<file path="config.mk">
export PLATFORM = sky130hd
export DESIGN_NAME = fwpc_repair
export DESIGN_NICKNAME = d
export VERILOG_FILES = /design/src/rtl/fwpc_pkg.sv /design/src/rtl/fwpc_repair.sv
export SDC_FILE = /design/constraint.sdc
export NUM_CORES = 1
export LEC_CHECK = 0
export BUFFER_PORTS_ARGS = -buffer_cell sky130_fd_sc_hd__buf_2
export CAP_MARGIN = 10
export CORE_MARGIN = 1
export CORE_UTILIZATION = 30
export DETAILED_ROUTE_END_ITERATION = 8
export GPL_ROUTABILITY_DRIVEN = 0
export PLACE_DENSITY_LB_ADDON = 0.2
export SLEW_MARGIN = 25
export SYNTH_ARGS = -nofsm -noshare
export SYNTH_HDL_FRONTEND = slang
export SYNTH_SLANG_ARGS = --single-unit
</file>
<file path="constraint.sdc">
create_clock -name clk -period 1.3 [get_ports clk]
set_input_delay 0 -clock clk [delete_from_list [all_inputs] [get_ports clk]]
set_output_delay 0 -clock clk [all_outputs]
set_load 0.02 [all_outputs]
</file>
<file path="src/rtl/fwpc_pkg.sv">
package fwpc_pkg;

   // Violation flags for the word currently presented at the write side.
   typedef struct packed {
      logic addr;   // channel switch inside a credit
      logic modv;   // non-zero modulo without end of packet
   } viol_t;

   function automatic int words_per_credit(input int data_w, input int credit_b);
      return credit_b / (data_w / 8);
   endfunction

endpackage

</file>
<file path="src/rtl/fwpc_repair.sv">
module fwpc_repair
   import fwpc_pkg::*;
#(
   parameter int DATA_W = 64,
   parameter int CHAN_W = 8,
   parameter int MOD_W  = 3
) (
   input  logic              clk,
   input  logic              rst_n,
   input  logic              accept,
   input  logic [DATA_W-1:0] in_data,
   input  logic [CHAN_W-1:0] in_chan,
   input  logic              in_sop,
   input  logic              in_eop,
   input  logic [MOD_W-1:0]  in_mod,
   input  logic              in_err,
   input  viol_t             viol,
   input  logic [CHAN_W-1:0] old_chan,
   output logic              ready,
   output logic              o_valid,
   output logic [DATA_W-1:0] o_data,
   output logic [CHAN_W-1:0] o_chan,
   output logic              o_sop,
   output logic              o_eop,
   output logic              o_abort,
   output logic [MOD_W-1:0]  o_mod,
   output logic              o_err
);
   logic              pend_q;
   logic [DATA_W-1:0] p_data;
   logic [CHAN_W-1:0] p_chan;
   logic              p_sop, p_eop, p_err;
   logic [MOD_W-1:0]  p_mod;
   logic [MOD_W-1:0]  fix_mod;

   assign fix_mod = viol.modv ? '0 : in_mod;
   assign ready   = !pend_q;

   always_ff @(posedge clk or negedge rst_n) begin
      if (!rst_n) begin
         pend_q  <= 1'b0;
         p_data  <= '0;
         p_chan  <= '0;
         p_sop   <= 1'b0;
         p_eop   <= 1'b0;
         p_mod   <= '0;
         p_err   <= 1'b0;
         o_valid <= 1'b0;
         o_data  <= '0;
         o_chan  <= '0;
         o_sop   <= 1'b0;
         o_eop   <= 1'b0;
         o_abort <= 1'b0;
         o_mod   <= '0;
         o_err   <= 1'b0;
      end else begin
         o_valid <= 1'b0;
         o_abort <= 1'b0;
         if (pend_q) begin
            pend_q  <= 1'b0;
            o_valid <= 1'b1;
            o_data  <= p_data;
            o_chan  <= p_chan;
            o_sop   <= p_sop;
            o_eop   <= p_eop;
            o_mod   <= p_mod;
            o_err   <= p_err;
         end else if (accept) begin
            o_valid <= 1'b1;
            if (viol.addr) begin
               // close the interrupted packet, park the new word
               o_data  <= '0;
               o_chan  <= old_chan;
               o_sop   <= 1'b0;
               o_eop   <= 1'b1;
               o_abort <= 1'b1;
               o_mod   <= '0;
               o_err   <= 1'b0;
               pend_q  <= 1'b1;
               p_data  <= in_data;
               p_chan  <= in_chan;
               p_sop   <= in_sop;
               p_eop   <= in_eop;
               p_mod   <= fix_mod;
               p_err   <= in_err;
            end else begin
               o_data  <= in_data;
               o_chan  <= in_chan;
               o_sop   <= in_sop;
               o_eop   <= in_eop;
               o_mod   <= fix_mod;
               o_err   <= in_err;
            end
         end
      end
   end

endmodule

</file>
==> metrics.cfg, run 1 <==
[detailed_routing]
wl_um = 19500
drc = 0
vias_per_cell = 4.62
dr.pass1.iters = 4
routedWlPerCell_um = 16.4
drt_iter0_markers = 214
ant_nets = 0
via_count = 5494

[sta]
whs_ps = 73.3
fin_skew_ps = 6.91
setup_viol = 34
tightest_slew_ps = 417
hold_viol = 0
relSlewSlack = 0.722
layout_setup_ws_ps = -47.0
period_share = 1.04
finalMaxSlewViolations = 0
grt_setup_unrepaired = true
fin_crit_ps = 1350
max_freq_mhz = 742

[run]
cap_violations = 0

[final_layout]
seq_area_um2 = 3960
layout.nets = 948
fill_cells = 2305
area_growth_pct = 39.2
multiInputGateArea_um2 = 3000
final_cells = 1189
post-route-util = 0.428
antenna_cells = 0
layout-drive-gt1-share = 0.354

[worst_setup_path]
slowest_delay_ps = 400
crit_chain = nand3b_4 -> buf_16 -> mux2_2
cp_top_family = flip-flops
critPathKind = register to register
worstSetupEndpointType = register
setup.worst_path.start_class = register
slowest_stage = dfrtp_2
ff2ff_setup_slack_ps = -50
critPathBufInv = 1
cp_data_required_time_ps = 1610
arrival_ps = 1650
critPathMaxFanout = 33

[clock_tree]
cts_max_level = 4
cts_tree = yes
numCtsBuffers = 17
path_clk_slew_ps = 70
cts.path.max_buffers = 2
insertion_delay_ps = 420
cts_num_sinks = 158
cts-root-buf = clkbuf_16

[outcome]
violations = setup timing
outcome = finished with violations

[synthesis]
syn_nets = 698
netlist_area_um2 = 7230
synth_warnings = 0
synth-seq-cells = 158
ys_types = 22
synth_area_leaders = dfrtp_1 (55%), mux2_2 (11%), nand3b_1 (6.9%)
avgSynthCellArea_um2 = 11.9
syn_inst = 607
ys_seq_area_frac = 0.547
yosys.area.top_type = dfrtp_1
yosysTopAreaCellShare = 0.547

[floorplan]
die_w_um = 157
core_um2 = 23500
fp-row-count = 56
dieHeight_um = 157
initial_utilization = 0.307
die_area_um2 = 24700
ioPinCount = 172

[global_routing]
grt_usage = 0.164
grt_pass1_vias = 5644
grt_max_degree = 87
gr-total-overflow = 0
grt_pass1_wl_um = 30900
antenna_found_initial = 0

[power]
peakVddDrop_mv = 0.640
cellPowerDensity_nw_per_um2 = 1350
p_leak_nw = 4.47
finalPower_mw = 13.5

[min_path]
min_path_type = input pin to async pin

[placed_design]
dpl_worst_slack_ps = 0.605
port-buffer-count = 171
dp_hpwl_um = 11700
dp.cells = 1066

-- Yosys cell counts, drive strengths merged --
master	n
mux2i	8
dfrtp	158
nand2	9
clkbuf	30
nor3b	1
nor2	1
a31oi	69
or2	1
nand3b	67
buf	21
nor2b	72
nand4bb	3
o31ai	1
mux2	78
o221ai	8
inv	10
nand2b	70
-- cells in the final DEF (no fill, tap or decap), types with 4 or more instances in the layout --
master	count
buf_2	167
dfrtp_1	157
dlygate4sd3_1	89
nor2b_1	72
nand2b_1	69
a31oi_1	69
mux2_2	67
nand3b_1	66
clkbuf_16	17
mux2_4	11
inv_1	9
nand2_1	9
buf_4	9
buf_12	9
mux2i_1	8
o221ai_1	8
buf_6	6
clkinv_4	4
clkinvlp_4	4
-- metrics by stage --
| step | TNS (ps) | cell area, um2 |
|---|---|---|
| finish | -770 | 10100 |
| floorplan | -222 | 7240 |
| CTS | -639 | 10000 |
| global placement | 0 | 8510 |
| detailed placement | 0 | 8510 |
| global route | -3240 | 10100 |
-- sequential cells by signal, summed over array words and instances (netlist names) --
| name | flops |
|---|---|
| p_data | 64 |
| o_data | 64 |
| p_mod | 3 |
| o_valid | 1 |
| o_chan | 8 |
| p_err | 1 |
| p_chan | 8 |
| p_sop | 1 |
| o_mod | 3 |
| o_eop | 1 |
| p_eop | 1 |
| pend_q | 1 |
| o_sop | 1 |
| o_err | 1 |
-- where the power goes --
group / leakage (nW) / internal [mW] / switching, mW / total (mW)
sequential: 1.90 / 5.67 / 0.383 / 6.06
combinational: 2.31 / 1.34 / 1.39 / 2.73
clock: 0.263 / 2.51 / 2.25 / 4.76
total: 4.47 / 9.52 / 4.03 / 13.5
-- worst paths after layout --
kind | cells after the start | to | startpoint
max in group asynchronous | 3 | p_data[57]$_DFFE_PN0P_ | rst_n
setup reg to reg | 3 | p_sop$_DFFE_PN0P_ | pend_q$_DFF_PN0_
hold / removal | 2 | o_data[41]$_DFFE_PN0P_ | rst_n
setup / recovery | 3 | p_sop$_DFFE_PN0P_ | pend_q$_DFF_PN0_
hold reg to reg | 2 | o_chan[7]$_DFFE_PN0P_ | p_chan[7]$_DFFE_PN0P_
min in group clk | 4 | pend_q$_DFF_PN0_ | viol[1]
-- routing by layer --
metal	wire length (um)	vias up	track usage	share of wire
li1	-	2621	-	-
met1	9480	2723	0.221	0.49
met2	8940	135	0.261	0.46
met3	863	15	0.0336	0.044
met4	218	0	0.0518	0.011
met5	0	-	0	0
-- worst reg2reg max path: cells and delay by family (launching register included) --
kind	cells	cell delay [ps]
multiplexers	1	420
buffers and inverters	1	230
flip-flops	1	400
AND/OR/NAND/NOR	1	190
-- cells by family after synthesis --
kind of cell | synth area share
simple gates | 0.206
compound gates | 0.0704
buf+inv | 0.0398
flops | 0.547
mux | 0.137
-- area by class of cell --
type / count / share of cell area
Clock buffer: 17 / 0.0423
Clock inverter: 15 / 0.0134
Inverter: 10 / 0.00448
Multi-Input combinational cell: 388 / 0.298
Sequential cell: 158 / 0.393
Tap cell: 319 / 0.0397
Timing Repair Buffer: 282 / 0.209
-- repair_timing --
action,in CTS,in global routing
gates cloned,1,0
gates resized for setup,12,6
setup endpoints to repair,8,68
buffers inserted,1,0
hold buffers,89,0
hold endpoints to repair,315,0
pin swaps,0,0
(Power assumes the default switching activity.)
==> run 2: changes to the inputs <==
Clock period 1.3 ns to 1.4 ns, I/O delays scaled along.
==> metrics.cfg, run 2 (same netlist as run 1, synthesis figures left out) <==
[final_layout]
top_regs = o_data (64), p_data (64)
final_design_area_no_fill_um2 = 10100
area_growth_pct = 39.7
layout.nets = 956
fill_cells = 2285
antenna_cells = 0
final_cells = 1197
final_common_cell = buf_2
layout_common_cells = buf_2 (168), dfrtp_1 (157), dlygate4sd3_1 (91)
layout-drive-gt1-share = 0.356

[clock_tree]
cts-root-buf = clkbuf_16
cts_max_level = 4
cts_num_sinks = 158
path_clk_slew_ps = 70
insertion_delay_ps = 420
cts_tree = yes
cts.path.max_buffers = 2
numCtsBuffers = 17

[sta]
max_freq_mhz = 734
layout_setup_ws_ps = 38.0
finalSetupTns_ps = 0
setup_viol = 0
grt_setup_unrepaired = true
fin_crit_ps = 1360
fin_skew_ps = 8.98
period_share = 0.973
relSlewSlack = 0.700
hold_viol = 0
finalMaxSlewViolations = 0
tightest_slew_ps = 451

[detailed_routing]
drt_iter0_markers = 241
drc = 0
ant_nets = 0
wl_um = 19000
via_count = 5484
vias_per_cell = 4.58
dr.pass1.iters = 4
routedWlPerCell_um = 15.9

[placed_design]
dp_hpwl_um = 11900
dp.cells = 1072
place_area_um2 = 8540
port-buffer-count = 171
dpl_worst_slack_ps = 75.1

[worst_setup_path]
worstSetupEndpointType = primary output
cp_data_required_time_ps = 1400
critPathMaxFanout = 18
arrival_ps = 1360
setup.worst_path.start_class = register
critPathKind = register to primary output

[floorplan]
die_area_um2 = 24700
fp-row-count = 56
ioPinCount = 172
die_w_um = 157
core_um2 = 23500
initial_utilization = 0.307
dieHeight_um = 157

[power]
clkPwrFrac = 0.367
p_comb_frac = 0.196
peakVddDrop_mv = 0.620
p_int_mw = 9.21
p_leak_nw = 4.50
p_sw_frac = 0.284
finalPower_mw = 12.9
cellPowerDensity_nw_per_um2 = 1270
p_sw_mw = 3.65
seq_power_share = 0.438

[outcome]
outcome = finished, final reports clean

[global_routing]
antenna_found_initial = 0
grt_max_degree = 99
grt_pass1_wl_um = 30000
grt_usage = 0.159
gr-total-overflow = 0
grt_pass1_vias = 5474

[run]
cap_violations = 0

[min_path]
min_path_type = input pin to async pin

-- run 2: cell types whose count changed in the layout (fill, tap and decap cells not counted), sizes merged --
cell         previous run  this run
buf                   192       198
bufinv                  0         2
clkbuf                 17        18
clkinv                  6         3
dlygate4sd3            89        91
-- run 2: layout make-up --
type                            count  area (um2)  share of cell area
Sequential cell                   158        3960               0.391
Multi-Input combinational cell    388        2990               0.296
Timing Repair Buffer              290        2120               0.210
Clock buffer                       18         439              0.0435
Tap cell                          319         399              0.0395
Clock inverter                     14         155              0.0154
Inverter                           10        40.0             0.00396
-- run 2: critical path: stages (launching register included) --
cell and delay [ps]:
dfrtp_2 440, buf_6 170, inv_4 100, buf_12 110, buf_4 130
-- run 2: repair_timing --
item                                    in CTS  in global routing
endpoints found under the hold margin      314                  0
gates cloned                                 1                  0
hold buffers                                91                  0
resized for setup                            4                  1
setup buffers                                1                  0
endpoints found under the setup margin       2                 18
-- run 2: worst paths after layout --
kind                       depth (start not counted)                endpoint             startpoint  slack [ps]
max reg2reg                                        3  p_data[45]$_DFFE_PN0P_       pend_q$_DFF_PN0_          60
max                                                4                   ready       pend_q$_DFF_PN0_          40
max in group asynchronous                          3   o_data[4]$_DFFE_PN0P_                  rst_n         750
min                                                2  o_data[40]$_DFFE_PN0P_                  rst_n          80
min reg2reg                                        2   o_chan[5]$_DFFE_PN0P_  p_chan[5]$_DFFE_PN0P_         480
min in group clk                                   4  o_data[35]$_DFFE_PN0P_                 accept         110
-- run 2: stage by stage --
step | utilization | hold WS, ps
global placement | 0.363 | -29.3
global route | 0.429 | 96.4
CTS | 0.429 | 78.3
finish | 0.429 | 76.3
detailed placement | 0.363 | -32.7
floorplan | - | -296
-- run 2: power groups by stage --
stage,Sequential [mW],Combinational (mW),Clock (mW)
finish,5.63,2.52,4.72
global placement,5.69,2.31,0
CTS,5.63,2.56,4.90
global route,5.71,2.75,5.05
floorplan,6.04,1.06,0
detailed placement,5.70,2.34,0
-- run 2: metal layers --
layer  wire, um  global-route usage  vias to the layer above
met2       8760               0.253                      122
met3        796              0.0372                        7
li1           -                   -                     2640
met4        151              0.0402                        0
met5          0                   0                        -
met1       9330               0.217                     2715
